## config.mk

```make
export PLATFORM = sky130hd
export DESIGN_NAME = flow_pc
export DESIGN_NICKNAME = d
export VERILOG_FILES = /design/src/rtl/flow_pc_pkg.sv /design/src/rtl/flow_pc_decode.sv /design/src/rtl/flow_pc_cond.sv /design/src/rtl/flow_pc_next.sv /design/src/rtl/flow_pc.sv
export SDC_FILE = /design/constraint.sdc
export NUM_CORES = 1
export LEC_CHECK = 0
export BUFFER_PORTS_ARGS = -buffer_cell sky130_fd_sc_hd__buf_2
export CORE_MARGIN = 2
export CORE_UTILIZATION = 40
export DETAILED_ROUTE_END_ITERATION = 10
export GPL_TIMING_DRIVEN = 0
export PLACE_DENSITY = 0.69
export REMOVE_ABC_BUFFERS = 1
export SLEW_MARGIN = 20
export SYNTH_ARGS = -nofsm -noshare
export SYNTH_HDL_FRONTEND = slang
export SYNTH_SLANG_ARGS = --single-unit
export TNS_END_PERCENT = 20
```

## constraint.sdc

```tcl
create_clock -name clk -period 0.85 [get_ports clk]
set_input_delay 0.085 -clock clk [delete_from_list [all_inputs] [get_ports clk]]
set_output_delay 0.085 -clock clk [all_outputs]
set_load 0.05 [all_outputs]
```

## src/rtl/flow_pc_pkg.sv

```systemverilog
package flow_pc_pkg;
  typedef enum logic [1:0] {
    FLOW_STEP   = 2'd0,
    FLOW_BRANCH = 2'd1,
    FLOW_JUMP   = 2'd2,
    FLOW_HALT   = 2'd3
  } flow_e;

  localparam logic [3:0] JUMP_PREFIX   = 4'b1100;
  localparam logic [2:0] BRANCH_PREFIX = 3'b111;
endpackage

```

## src/rtl/flow_pc_decode.sv

```systemverilog
module flow_pc_decode
  import flow_pc_pkg::*;
#(
  parameter int IW   = 16,
  parameter int AW   = 12,
  parameter int OFFW = 10
) (
  input  logic [IW-1:0]   instr,
  output flow_e           kind,
  output logic            cond_sel,
  output logic            cond_inv,
  output logic [OFFW-1:0] offset,
  output logic [AW-1:0]   target
);
  localparam int MSB     = IW - 1;
  localparam int SEL_BIT = MSB - 3;
  localparam int INV_BIT = MSB - 4;
  localparam int CLS_BIT = MSB - 5;

  always_comb begin
    kind = FLOW_STEP;
    if (&instr)
      kind = FLOW_HALT;
    else if (instr[MSB -: 4] == JUMP_PREFIX)
      kind = FLOW_JUMP;
    else if (instr[MSB -: 3] == BRANCH_PREFIX && !instr[CLS_BIT])
      kind = FLOW_BRANCH;
  end

  assign cond_sel = instr[SEL_BIT];
  assign cond_inv = instr[INV_BIT];
  assign offset   = instr[OFFW-1:0];
  assign target   = instr[AW-1:0];
endmodule

```

## src/rtl/flow_pc_cond.sv

```systemverilog
module flow_pc_cond
  import flow_pc_pkg::*;
(
  input  flow_e kind,
  input  logic  zf,
  input  logic  cf,
  input  logic  cond_sel,
  input  logic  cond_inv,
  output logic  take_br
);
  logic flag;

  always_comb begin
    flag    = cond_sel ? cf : zf;
    take_br = (kind == FLOW_BRANCH) && (flag ^ cond_inv);
  end
endmodule

```

## src/rtl/flow_pc_next.sv

```systemverilog
module flow_pc_next
  import flow_pc_pkg::*;
#(
  parameter int AW   = 12,
  parameter int OFFW = 10
) (
  input  logic [AW-1:0]   cur,
  input  flow_e           kind,
  input  logic            take_br,
  input  logic [OFFW-1:0] offset,
  input  logic [AW-1:0]   target,
  output logic [AW-1:0]   nxt
);
  localparam int PADW = AW - OFFW;

  logic [AW-1:0] addend;
  logic [AW-1:0] sum;

  generate
    if (PADW > 0) begin : g_pad
      always_comb addend = take_br ? {{PADW{1'b0}}, offset} : AW'(1);
    end else begin : g_nopad
      always_comb addend = take_br ? offset[AW-1:0] : AW'(1);
    end
  endgenerate

  always_comb begin
    sum = cur + addend;
    nxt = (kind == FLOW_JUMP) ? target : sum;
  end
endmodule

```

## src/rtl/flow_pc.sv

```systemverilog
module flow_pc
  import flow_pc_pkg::*;
#(
  parameter int AW         = 12,
  parameter int IW         = 16,
  parameter int OFFW       = 10,
  parameter int RST_STAGES = 2
) (
  input  logic          clk,
  input  logic          rst_n,
  input  logic          adv_i,
  input  logic [IW-1:0] instr_i,
  input  logic          zf_i,
  input  logic          cf_i,
  output logic [AW-1:0] addr_o,
  output logic          halt_o
);
  logic [RST_STAGES-1:0] sync_q;
  logic                  run_n;

  generate
    for (genvar s = 0; s < RST_STAGES; s++) begin : g_rsync
      if (s == 0) begin : g_first
        always_ff @(posedge clk or negedge rst_n) begin
          if (!rst_n) sync_q[s] <= 1'b0;
          else        sync_q[s] <= 1'b1;
        end
      end else begin : g_rest
        always_ff @(posedge clk or negedge rst_n) begin
          if (!rst_n) sync_q[s] <= 1'b0;
          else        sync_q[s] <= sync_q[s-1];
        end
      end
    end
  endgenerate

  assign run_n = sync_q[RST_STAGES-1];

  flow_e           kind;
  logic            cond_sel;
  logic            cond_inv;
  logic [OFFW-1:0] offset;
  logic [AW-1:0]   target;
  logic            take_br;
  logic [AW-1:0]   addr_q;
  logic [AW-1:0]   addr_d;
  logic            load_en;

  flow_pc_decode #(.IW(IW), .AW(AW), .OFFW(OFFW)) u_decode (
    .instr    (instr_i),
    .kind     (kind),
    .cond_sel (cond_sel),
    .cond_inv (cond_inv),
    .offset   (offset),
    .target   (target)
  );

  flow_pc_cond u_cond (
    .kind     (kind),
    .zf       (zf_i),
    .cf       (cf_i),
    .cond_sel (cond_sel),
    .cond_inv (cond_inv),
    .take_br  (take_br)
  );

  flow_pc_next #(.AW(AW), .OFFW(OFFW)) u_next (
    .cur     (addr_q),
    .kind    (kind),
    .take_br (take_br),
    .offset  (offset),
    .target  (target),
    .nxt     (addr_d)
  );

  assign halt_o  = (kind == FLOW_HALT);
  assign load_en = adv_i && !halt_o;

  always_ff @(posedge clk or negedge run_n) begin
    if (!run_n)       addr_q <= '0;
    else if (load_en) addr_q <= addr_d;
  end

  assign addr_o = addr_q;
endmodule

```

-- Word level (Yosys, flattened, before mapping)
Cells that the tools add are included.
- register bits after elaboration: 14
- output and inout bits: 13
- reductions and logical operators: 6
- equality and inequality tests: 5
- multiplexer cells: 6
- add/sub/neg operators: 1
- bitwise operators: 1
- operators with widths (cell ; number):
    $reduce_and 16->1 ; 1
    $add 12x12->12 ; 1
    $mux 12 ; 1
    $mux 10 ; 1
    $eq 2x2->1 const B ; 2
    $eq 4x4->1 const B ; 1
    $mux 2 ; 2
    $eq 3x3->1 const B ; 1
    $logic_and 1x1->1 ; 3
    $eq 2x1->1 const B ; 1
    $logic_not 1->1 ; 2
    $mux 1 ; 2
    $xor 1x1->1 ; 1

-- Depth between registers and ports, before layout
- depth after elaboration: 10
- gate-level depth with buffers: 12

-- Modules after synthesis
Synthesis repeated with hierarchy kept, for this count alone.
- cells, all modules: 172
- area total of the unflattened synthesis: 1453.9 um^2
- by module, submodules not included (module ; area each (um^2) ; sequential area each (um^2) ; cells an instance ; times used):
    flow_pc_next ; 665.6 ; 0.0 ; 105 ; 1
    flow_pc ; 518.0 ; 350.3 ; 30 ; 1
    flow_pc_decode ; 234.0 ; 0.0 ; 33 ; 1
    flow_pc_cond ; 36.3 ; 0.0 ; 4 ; 1

-- Least setup slack after synthesis
OpenSTA, ideal clock, no wires.
- kind: input port to flip-flop
- from: in instr_i[12]
- to: reg addr_q[11] (netlist: addr_o[11])
- arrival time: 2.227 ns
- slack: -1.509 ns
- setup time: 0.132 ns
- stages: 11
- cell sequence: mux2i_1 -> xor2_1 -> nor3_2 -> nand2_1 -> inv_1 -> ha_1 -> a211oi_1 -> o21bai_1 -> o2111ai_1 -> a2111oi_1 -> or3b_1
- cells in the longest elaborated chain, start to end: 8
- elaborated cells between the ends (all ways): 15
- those cells by class: add/sub: 1; eq/ne: 4; mux: 5; bitwise: 1; reduce/logical: 4
- RTL lines (item ; line ; text):
    start, declared ; flow_pc.sv:12 ; input logic [IW-1:0] instr_i,
    $eq 4x4->1 ; flow_pc_decode.sv:24 ; else if (instr[MSB -: 4] == JUMP_PREFIX)
    $mux 2 ; flow_pc_decode.sv:24 ;
    $mux 2 ; flow_pc_decode.sv:22 ; if (&instr)
    $eq 2x1->1 ; flow_pc_cond.sv:15 ; take_br = (kind == FLOW_BRANCH) && (flag ^ cond_inv);
    $logic_and 1x1->1 ; flow_pc_cond.sv:15 ;
    $mux 10 ; flow_pc_next.sv:21 ; always_comb addend = take_br ? {{PADW{1'b0}}, offset} : AW'(1);
    $add 12x12->12 ; flow_pc_next.sv:28 ; sum = cur + addend;
    $mux 12 ; flow_pc_next.sv:29 ; nxt = (kind == FLOW_JUMP) ? target : sum;
    end signal, assigned ; flow_pc.sv:81 ; else if (load_en) addr_q <= addr_d;
    end, declared ; flow_pc.sv:45 ; logic [AW-1:0] addr_q;
Several ways; a longest one is shown, not always the timed one.
A chain may end at the register's enable or synchronous reset.

-- Worst setup path in the final report
Ends and elaborated chain as after synthesis.

==> impl_metrics.tcl <==
set metrics [dict create \
    cts_buffers 3 \
    floorplan.die.height_um 61.4 \
    clock_tree.htree_level_count 1 \
    number_of_enable_flip_flop_cells_after_synthesis 0 \
    setup_viol 25 \
    ys.warnings.count 0 \
    final_cell_area_um2 1880 \
    gp_routability_congestion 0.792 \
    core_region_area_um2 3100 \
    critPathLaunchType "input port" \
    detail_route.drc_violations 0 \
    insertedDiodeCount 0 \
    timing_max_transition_violations_final 0 \
    largest_family_of_logic_cells_by_synthesized_area "compound AO/OA/AOI/OAI gates" \
    failing_checks "setup timing" \
    finalWorstPathRequiredPeriod_ns 2.21 \
    synth-seq-cells 14 \
    post_layout_nonfiller_instances 237 \
    cts_tree "built" \
    vias 1397 \
    drt_iter0_markers 51 \
    post_synth_fa_ha_maj_area_fraction 0.110 \
    area_delta_synth_final_pct 42.7 \
    netlist_area_um2 1320 \
    final_critical_path_setup_slack_ns -1.36 \
    number_of_cells_after_detailed_placement 225 \
    period_share 2.60 \
    chip_width_um 61.4 \
    clock_path_buffers 2 \
    largest_net_degree_at_the_start_of_global_routing 19 \
    io_buffers 33 \
    synth_simple_gate_area_frac 0.263 \
    largest_driver_fanout_on_the_critical_path 4 \
    antenna_violations_before_repair 0 \
    synth_largest_type_area_fraction 0.265 \
    cell_row_count 20 \
    routed_wl_um 3900 \
    synth.distinct_cells 49 \
    cellPowerDensity_nw_per_um2 2340 \
    synth_top_area_cell "sky130_fd_sc_hd__dfrtp_1" \
    run_status "finished, violations left" \
    worstSetupPathType "input port to register" \
    detailedPlace.worstSlack_ns -2.13 \
    clock_sink_count 14 \
    drive_gt1_frac 0.394 \
    design.final.nets 227 \
    dpl_cell_area_um2 1510 \
    drt_pass1_iterations 4 \
    die_area_um2 3780 \
    timing.final.hold_violations 0 \
    grt_setup_unrepaired "true" \
    start_util 0.425 \
    total_leakage_power_nw 0.846 \
    max_freq_mhz 452 \
    grt.overflow.total 0 \
    required_ns 1.01 \
    clock_insertion_delay_worst_skew_ns 0.29 \
    hpwl_um 2640 \
    post_synthesis_mux_area_share 0.0303 \
    cp.arrival_ns 2.38 \
    setup_crit_end_kind "register" \
    first_global_vias 1421 \
    relSlewSlack 0.612 \
    hold_class "input port to register" \
    synth_most_common_cell "sky130_fd_sc_hd__dfrtp_1" \
    global_route_wire_length_before_repair_um 6250 \
    peakVddDrop_mv 1.11 \
    synth_top_cells_by_count "sky130_fd_sc_hd__dfrtp_1 (14), sky130_fd_sc_hd__nand2_1 (13), sky130_fd_sc_hd__nor2_1 (11)" \
    synth_top_cells_by_area "sky130_fd_sc_hd__dfrtp_1 (27%), sky130_fd_sc_hd__ha_1 (9.5%), sky130_fd_sc_hd__and2_1 (4.7%)" \
    drt.antenna.violating_nets 0 \
    wire_per_inst_um 16.5 \
    fill_count 288 \
    share_of_the_synthesized_area_in_compound_gates_ao_oa_aoi_oai 0.275 \
    grt_util_all_layers 0.225 \
    route.detailed.vias_per_inst 5.89 \
    tightest_slew_ns 0.578 \
    cap_viol_max_count 0 \
    path_clk_slew_ns 0.09 \
    yosys.area_share.xor_xnor 0.0199 \
    synth_sequential_area_ratio 0.265 \
    syn_inst 152 \
    ys.flop_type "sky130_fd_sc_hd__dfrtp_1" \
    clock-skew-final_ns 0.0101 \
    synth_area_per_cell_um2 8.68 \
    synth_async_sr_flop_share 1.00 \
    cts_root_buffer "sky130_fd_sc_hd__clkbuf_4" \
    floorplan.io_pins 34 \
]
-- cell usage in the layout (no fill, tap or decap), types with 3 or more instances in the layout --
master	netlist	routed
sky130_fd_sc_hd__nand3_1	5	5
sky130_fd_sc_hd__ha_4	0	7
sky130_fd_sc_hd__o21ai_1	4	5
sky130_fd_sc_hd__clkbuf_4	0	3
sky130_fd_sc_hd__buf_4	0	10
sky130_fd_sc_hd__nor3_1	6	4
sky130_fd_sc_hd__buf_2	0	19
sky130_fd_sc_hd__buf_6	2	11
sky130_fd_sc_hd__and2_1	10	10
sky130_fd_sc_hd__a21o_1	4	4
sky130_fd_sc_hd__a31oi_1	5	5
sky130_fd_sc_hd__dfrtp_1	14	12
sky130_fd_sc_hd__xor2_1	3	3
sky130_fd_sc_hd__a21oi_1	5	4
sky130_fd_sc_hd__mux2i_1	4	4
sky130_fd_sc_hd__o21ai_0	6	4
sky130_fd_sc_hd__inv_1	4	3
sky130_fd_sc_hd__nor2_1	11	11
sky130_fd_sc_hd__nand2_1	13	13
-- per-layer routing --
layer,up-vias,routed length [µm],track usage
li1,660,-,-
met1,676,1560,0.264
met2,51,2040,0.403
met3,10,247,0.0567
met4,0,50,0.0669
met5,-,0,0
-- worst max-delay path, cell delays in order --
cell                        delay [ns]
sky130_fd_sc_hd__buf_8            0.08
sky130_fd_sc_hd__mux2i_1          0.20
sky130_fd_sc_hd__xor2_1           0.12
sky130_fd_sc_hd__nor3_4           0.25
sky130_fd_sc_hd__buf_4            0.17
sky130_fd_sc_hd__nand2b_4         0.06
sky130_fd_sc_hd__ha_4             0.16
sky130_fd_sc_hd__buf_4            0.14
sky130_fd_sc_hd__a211oi_4         0.26
sky130_fd_sc_hd__o21bai_2         0.14
sky130_fd_sc_hd__o2111ai_2        0.24
sky130_fd_sc_hd__a2111oi_1        0.11
sky130_fd_sc_hd__or3b_1           0.38
-- flip-flops by register name (all words and copies together), names as in the netlist --
signal / cells
sync_q: 1
addr_o: 12
run_n: 1
-- worst paths after layout --
| path | endpoint | from | slack [ns] | depth (start not counted) |
|---|---|---|---|---|
| setup / recovery | addr_o[11]$_DFFE_PN0P_ | instr_i[12] | -1.36 | 13 |
| hold / removal | addr_o[4]$_DFFE_PN0P_ | instr_i[4] | 0.05 | 3 |
| setup reg to reg | addr_o[11]$_DFFE_PN0P_ | addr_o[1]$_DFFE_PN0P_ | -1.16 | 6 |
| hold reg to reg | addr_o[3]$_DFFE_PN0P_ | run_n$_DFF_PN0_ | 0.23 | 0 |
| max in group asynchronous | addr_o[5]$_DFFE_PN0P_ | run_n$_DFF_PN0_ | 0.21 | 0 |
| min in group asynchronous | sync_q[0]$_DFF_PN0_ | rst_n | 0.10 | 2 |
-- power by group --
part | total (mW) | internal [mW] | switching [mW]
clock | 0.402 | 0.165 | 0.237
combinational | 2.85 | 1.27 | 1.59
sequential | 1.14 | 0.858 | 0.283
-- final cells by class --
type / count / area [µm²] / area share
Multi-Input combinational cell: 130 / 1120 / 0.594
Sequential cell: 14 / 353 / 0.187
Timing Repair Buffer: 42 / 319 / 0.169
Tap cell: 44 / 55.1 / 0.0292
Clock buffer: 3 / 22.5 / 0.0120
Inverter: 4 / 15.0 / 0.00797
-- kinds of logic after synthesis --
group	count (synthesis)
flops	14
buf+inv	8
simple gates	63
other cells	1
fa+ha+maj	11
xor+xnor	3
mux	4
compound gates	48
-- per-stage QoR --
step	power, mW	hold WS (ns)	TNS (ns)	utilization
2_1_floorplan	2.67	-0.211	-15.57	-
3_3_place_gp	3.09	-0.131	-20.96	0.487
4_1_cts	4.21	0.0567	-15.42	0.582
6_report	4.40	0.0542	-15.61	0.607
3_5_place_dp	3.17	-0.130	-21.43	0.487
5_1_grt	4.67	0.0679	-17.57	0.607
-- timing repair --
item	in CTS	in global routing
hold buffers	1	0
buffers inserted	5	3
setup endpoints to repair	25	25
pin swaps	16	9
gates resized for setup	53	9
endpoints found under the hold margin	2	0
No activity file was read; power rests on OpenSTA's default activity.
